**src/rtl/ring_junction_pkg.sv**
```systemverilog
// Shared types for the ring shortcut router.
// Assumes a two-sided junction: side A and side B.
package ring_junction_pkg;
    typedef enum logic {
        SIDE_A = 1'b0,
        SIDE_B = 1'b1
    } side_e;

    typedef enum logic {
        MAP_THROUGH = 1'b0,  // A input -> B output, B input -> A output
        MAP_REFLECT = 1'b1   // A input -> A output, B input -> B output
    } map_e;
endpackage

```
**src/rtl/seg_classify.sv**
```systemverilog
// Decides which ring segment a destination address lies in.
// Assumes segment A is the contiguous range A_FIRST..A_LAST and
// segment B is every other node on the ring.
module seg_classify
    import ring_junction_pkg::*;
#(
    parameter int N_NODES = 8,
    parameter int A_FIRST = 0,
    parameter int A_LAST  = 3,
    localparam int AW     = $clog2(N_NODES)
) (
    input  logic [AW-1:0] dest,
    output side_e         dest_side
);
    int d_int;

    // Range compare of the destination against the segment A bounds.
    always_comb begin
        d_int     = int'(dest);
        dest_side = ((d_int >= A_FIRST) && (d_int <= A_LAST)) ? SIDE_A : SIDE_B;
    end
endmodule

```
**src/rtl/flit_reg.sv**
```systemverilog
// One pipeline register for a flit: a valid bit plus a packed body.
// Assumes a synchronous active-low reset that clears valid and body.
module flit_reg #(
    parameter int W = 8
) (
    input  logic         clk,
    input  logic         rst_n,
    input  logic         in_valid,
    input  logic [W-1:0] in_bits,
    output logic         out_valid,
    output logic [W-1:0] out_bits
);
    // Capture the incoming flit every cycle; reset empties the slot.
    always_ff @(posedge clk) begin
        if (!rst_n) begin
            out_valid <= 1'b0;
            out_bits  <= '0;
        end else begin
            out_valid <= in_valid;
            out_bits  <= in_bits;
        end
    end
endmodule

```
**src/rtl/junction_steer.sv**
```systemverilog
// Steering decision for the junction. Each flit asks for the output on
// its destination's side. Empty slots ask for nothing. On a clash the
// crossing flit wins and the other flit continues along the ring.
// Assumes the junction only swaps or keeps the two flits, so the two
// outcomes form a single map choice.
module junction_steer
    import ring_junction_pkg::*;
(
    input  logic  vld_a,
    input  side_e want_a,
    input  logic  vld_b,
    input  side_e want_b,
    output map_e  route
);
    logic clash;
    logic a_gets_own;
    logic b_gets_own;

    // Detect two valid flits asking for the same output.
    always_comb begin
        clash = vld_a && vld_b && (want_a == want_b);
    end

    // Grant: a flit keeps its own side only if it asked for it and no crossing flit claims it.
    always_comb begin
        a_gets_own = vld_a && (want_a == SIDE_A) && !(vld_b && (want_b == SIDE_A));
        b_gets_own = vld_b && (want_b == SIDE_B) && !(vld_a && (want_a == SIDE_B));
    end

    // Reflect when some valid flit is granted its own side; otherwise follow the ring.
    always_comb begin
        if (clash) begin
            route = MAP_THROUGH;
        end else if (a_gets_own || b_gets_own) begin
            route = MAP_REFLECT;
        end else begin
            route = MAP_THROUGH;
        end
    end
endmodule

```
**src/rtl/ring_shortcut_router.sv**
```systemverilog
// Ring segment junction with per-cycle shortcut steering.
// Stage 1 registers both input flits together with their destination
// side. Stage 2 registers the steered flits onto the outputs.
// Every flit therefore spends two cycles in the block.
// Assumes single-flit packets and an output slot that is always free
// on the next hop, as on a bufferless deflection ring.
module ring_shortcut_router
    import ring_junction_pkg::*;
#(
    parameter int N_NODES = 8,
    parameter int A_FIRST = 0,
    parameter int A_LAST  = 3,
    parameter int DATA_W  = 16,
    localparam int AW     = $clog2(N_NODES)
) (
    input  logic              clk,
    input  logic              rst_n,
    input  logic              a_in_valid,
    input  logic [AW-1:0]     a_in_dest,
    input  logic [DATA_W-1:0] a_in_data,
    input  logic              b_in_valid,
    input  logic [AW-1:0]     b_in_dest,
    input  logic [DATA_W-1:0] b_in_data,
    output logic              a_out_valid,
    output logic [AW-1:0]     a_out_dest,
    output logic [DATA_W-1:0] a_out_data,
    output logic              b_out_valid,
    output logic [AW-1:0]     b_out_dest,
    output logic [DATA_W-1:0] b_out_data
);
    localparam int BODY_W = AW + DATA_W;
    localparam int S1_W   = BODY_W + 1;
    localparam int NSIDE  = 2;

    logic              in_valid [NSIDE];
    logic [AW-1:0]     in_dest  [NSIDE];
    logic [DATA_W-1:0] in_data  [NSIDE];
    side_e             in_side  [NSIDE];
    logic              s1_valid [NSIDE];
    logic [S1_W-1:0]   s1_bits  [NSIDE];
    side_e             s1_want  [NSIDE];
    logic              s2_in_valid [NSIDE];
    logic [BODY_W-1:0] s2_in_bits  [NSIDE];
    logic              s2_valid [NSIDE];
    logic [BODY_W-1:0] s2_bits  [NSIDE];
    map_e              route;

    // Gather the side ports into arrays indexed by side.
    always_comb begin
        in_valid[0] = a_in_valid;
        in_dest[0]  = a_in_dest;
        in_data[0]  = a_in_data;
        in_valid[1] = b_in_valid;
        in_dest[1]  = b_in_dest;
        in_data[1]  = b_in_data;
    end

    for (genvar g = 0; g < NSIDE; g++) begin : g_side
        seg_classify #(
            .N_NODES (N_NODES),
            .A_FIRST (A_FIRST),
            .A_LAST  (A_LAST)
        ) u_cls (
            .dest      (in_dest[g]),
            .dest_side (in_side[g])
        );

        flit_reg #(.W(S1_W)) u_s1 (
            .clk       (clk),
            .rst_n     (rst_n),
            .in_valid  (in_valid[g]),
            .in_bits   ({in_side[g], in_dest[g], in_data[g]}),
            .out_valid (s1_valid[g]),
            .out_bits  (s1_bits[g])
        );

        // Recover the registered destination side from stage 1.
        always_comb begin
            s1_want[g] = side_e'(s1_bits[g][S1_W-1]);
        end

        flit_reg #(.W(BODY_W)) u_s2 (
            .clk       (clk),
            .rst_n     (rst_n),
            .in_valid  (s2_in_valid[g]),
            .in_bits   (s2_in_bits[g]),
            .out_valid (s2_valid[g]),
            .out_bits  (s2_bits[g])
        );
    end

    junction_steer u_steer (
        .vld_a  (s1_valid[0]),
        .want_a (s1_want[0]),
        .vld_b  (s1_valid[1]),
        .want_b (s1_want[1]),
        .route  (route)
    );

    // Output crossbar: keep sides on reflect, swap them on the ring path.
    always_comb begin
        if (route == MAP_REFLECT) begin
            s2_in_valid[0] = s1_valid[0];
            s2_in_bits[0]  = s1_bits[0][BODY_W-1:0];
            s2_in_valid[1] = s1_valid[1];
            s2_in_bits[1]  = s1_bits[1][BODY_W-1:0];
        end else begin
            s2_in_valid[0] = s1_valid[1];
            s2_in_bits[0]  = s1_bits[1][BODY_W-1:0];
            s2_in_valid[1] = s1_valid[0];
            s2_in_bits[1]  = s1_bits[0][BODY_W-1:0];
        end
    end

    // Drive the side ports from the stage 2 registers.
    always_comb begin
        a_out_valid = s2_valid[0];
        a_out_dest  = s2_bits[0][BODY_W-1:DATA_W];
        a_out_data  = s2_bits[0][DATA_W-1:0];
        b_out_valid = s2_valid[1];
        b_out_dest  = s2_bits[1][BODY_W-1:DATA_W];
        b_out_data  = s2_bits[1][DATA_W-1:0];
    end
endmodule

```
**config.mk**
```make
export PLATFORM = sky130hd
export DESIGN_NAME = ring_shortcut_router
export DESIGN_NICKNAME = d
export VERILOG_FILES = /design/src/rtl/ring_junction_pkg.sv /design/src/rtl/seg_classify.sv /design/src/rtl/flit_reg.sv /design/src/rtl/junction_steer.sv /design/src/rtl/ring_shortcut_router.sv
export SDC_FILE = /design/constraint.sdc
export NUM_CORES = 1
export LEC_CHECK = 0
export ABC_AREA = 0
export BUFFER_PORTS_ARGS = -buffer_cell sky130_fd_sc_hd__buf_2
export CORE_MARGIN = 3
export CORE_UTILIZATION = 37
export DETAILED_ROUTE_END_ITERATION = 8
export SLEW_MARGIN = 20
export SYNTH_ARGS = -nofsm -noshare
export SYNTH_HDL_FRONTEND = slang
export SYNTH_HIERARCHICAL = 1
export SYNTH_SLANG_ARGS = --single-unit
```
**constraint.sdc**
```tcl
create_clock -name clk -period 2.3 [get_ports clk]
set_input_delay 0.575 -clock clk [delete_from_list [all_inputs] [get_ports clk]]
set_output_delay 0.575 -clock clk [all_outputs]
set_load 0.01 [all_outputs]
```
==> reports/qor.csv <==
metric,value,unit
status,"finished, final reports clean",
cts.clk_slew.worst_paths,0.08,ns
synthMuxAreaShare,16.3,%
die_h,93.4,um
cp_cell_sequence,mux2i_1 > a21oi_4 > buf_12 > mux2_2 > and2_2,
drt_iter0_markers,24,
crit_path_start_kind,flip-flop,
port_buffers,81,
drv_cap,0,
clock-sinks,82,
final_area,3530,sq um
r2r_setup_slack,0.71,ns
cts_buffer_depth,2,
hold_violations,0,
cp.required,2.54,ns
ff_latch_area,1640,sq um
ys_seq_area_share,58.1,%
num_vias,1649,
clk_latency,0.34,ns
drv_slew,0,
multiInputGateArea,1050,sq um
track_usage,10.6,%
synth_compound_area_share,0.177,%
timing.final.crit_share,69.1,%
placed_area,3270,sq um
final-setup-viol-count,0,
drtPass1Iterations,3,
avgSynthCellArea,12.9,sq um
setup_tns,0,ns
synth_adder_area_share,0,%
grt_overflow,0,
post-cts-setup-buffers,0,
fin_crit,1.59,ns
cts_buffers,9,
antenna_found_initial,0,
synth_cell_types,8,
min_to,g_side[1].u_s1/out_bits[14],
ys_ff_latch,82,
netlist_area,2830,sq um
drive_gt1_share,62.6,%
final_cell_mix,"dfxtp_1, buf_2, and2_2",
ys_top_cells_by_area,"dfxtp_1, mux2_2, and2_2, and2_1, buf_6",
cp.arrival,1.83,ns
htreeDepth,3,
row_count,31,
yosysTopAreaCellShare,58.1,%
ant_nets,0,
hold_depth,2,
cts_hold_buf,0,
worst_pin_slew,0.560,ns
p_leak,1.65,nW
synth.net_count,262,
yosys_warnings,6,
drt-total-wl,4430,um
ff2ff_path_depth,5,
maxSlewHeadroom,62.7,%
area_growth,24.9,%
cp_top_family,multiplexers,
worstHoldPathType,input pin to flip-flop,
crit_type,flip-flop to flip-flop,
grt_max_degree,44,
dp_hpwl,3030,um
final_common_cell,dfxtp_1,
crit_fanout,40,
p_per_area,883,nW/um^2
synth_top_family_by_area,simple AND/OR/NAND/NOR gates,
vdd_drop_max,336,uV
cts_tree,built,
synthSimpleGateAreaFrac,20.4,%
fin_skew,0.00902,ns
cpPeakStageDelay,0.41,ns
drc,0,
root_buffer,clkbuf_8,
ios,82,
num-fill-cells,694,
cp_slowest_cell,dfxtp_1,
grt_pass1_vias,1639,
grt_pass1_wl,7100,um
crit_buf_inv,1,
cp-end-kind,flip-flop,
fin_nets,342,
fmax,629,MHz
r2r-end,g_side[0].u_s2/out_bits[12],
avgViaCountPerCell,4.08,
dieWidth,93.4,um
core,7330,sq um
drt-wirelength-per-cell,11.0,um
reg2reg_from,g_side[0].u_s1/out_valid,
gp_congestion,0.646,
syn-instance-count,220,
dieArea,8730,sq um
rsz0062_at_grt,no,
diodes,0,
initial_core_util,38.6,%
cts_resized,0,
synth_top_cell_by_area,dfxtp_1,
synthXorXnorAreaFrac,0,%
hold_path.startpoint,b_in_data[14],
## cell usage after synthesis
library cell and n:
dfxtp_1 82, and2_2 52, mux2_2 40, and2_1 30, buf_6 12, clkbuf_1 2
a21oi_1 1, mux2i_1 1
## power breakdown
part,switching (W),internal (W)
registers,0.0000265,0.00150
logic,0.000100,0.000158
clock network,0.000479,0.000860
## logic make-up after synthesis
logic type / count (synthesis)
compound gates: 1
mux: 41
simple gates: 82
flops: 82
buf+inv: 14
## worst max path at each step
stage / cells after the start / start / end
after floorplan: 5 / g_side[1].u_s1/out_valid / g_side[0].u_s2/out_bits[0]
after CTS: 5 / g_side[0].u_s1/out_valid / g_side[1].u_s2/out_bits[5]
after global routing: 5 / g_side[0].u_s1/out_valid / g_side[0].u_s2/out_bits[1]
after global placement: 5 / g_side[0].u_s1/out_valid / g_side[1].u_s2/out_bits[4]
final: 5 / g_side[0].u_s1/out_valid / g_side[0].u_s2/out_bits[12]
after detailed placement: 5 / g_side[0].u_s1/out_valid / g_side[0].u_s2/out_bits[12]
## flip-flops by register name (all words and copies together), names as in the netlist
register and count:
g_side.u_s2/out_bits 38, g_side.u_s1/out_valid 2, g_side.u_s2/out_valid 2, g_side.u_s1/out_bits 40
## stage by stage
step	setup WS, ns	cells	hold slack (ns)	util [%]	power [W]
after floorplan	0.734	220	0.548	-	0.00174
after global placement	0.733	388	0.567	44.5	0.00181
after detailed placement	0.717	388	0.572	44.5	0.00182
after CTS	0.715	404	0.419	48.2	0.00317
after global routing	0.631	404	0.420	48.2	0.00326
final	0.711	404	0.437	48.2	0.00312
## metal layers
| layer | track usage, % | vias up | routed length (um) |
|---|---|---|---|
| met5 | 0 | - | 0 |
| met4 | 6.96 | 0 | 117 |
| met3 | 2.90 | 10 | 224 |
| met2 | 17.2 | 42 | 2120 |
| met1 | 12.2 | 738 | 1970 |
| li1 | - | 859 | - |
## final cells by class
class / instances / area share [%]
multi-input cells: 124 / 29.9
flip-flops and latches: 82 / 46.5
repair buffers: 83 / 12.6
well taps: 99 / 3.51
clock inverters: 5 / 3.54
clock buffers: 11 / 4.00
## worst register-to-register path: stages (launching register included)
cell and delay (ns):
dfxtp_1 0.41, mux2i_1 0.13, a21oi_4 0.15, buf_12 0.24
mux2_2 0.39, and2_2 0.18
Power figures use the tool's default switching activity.
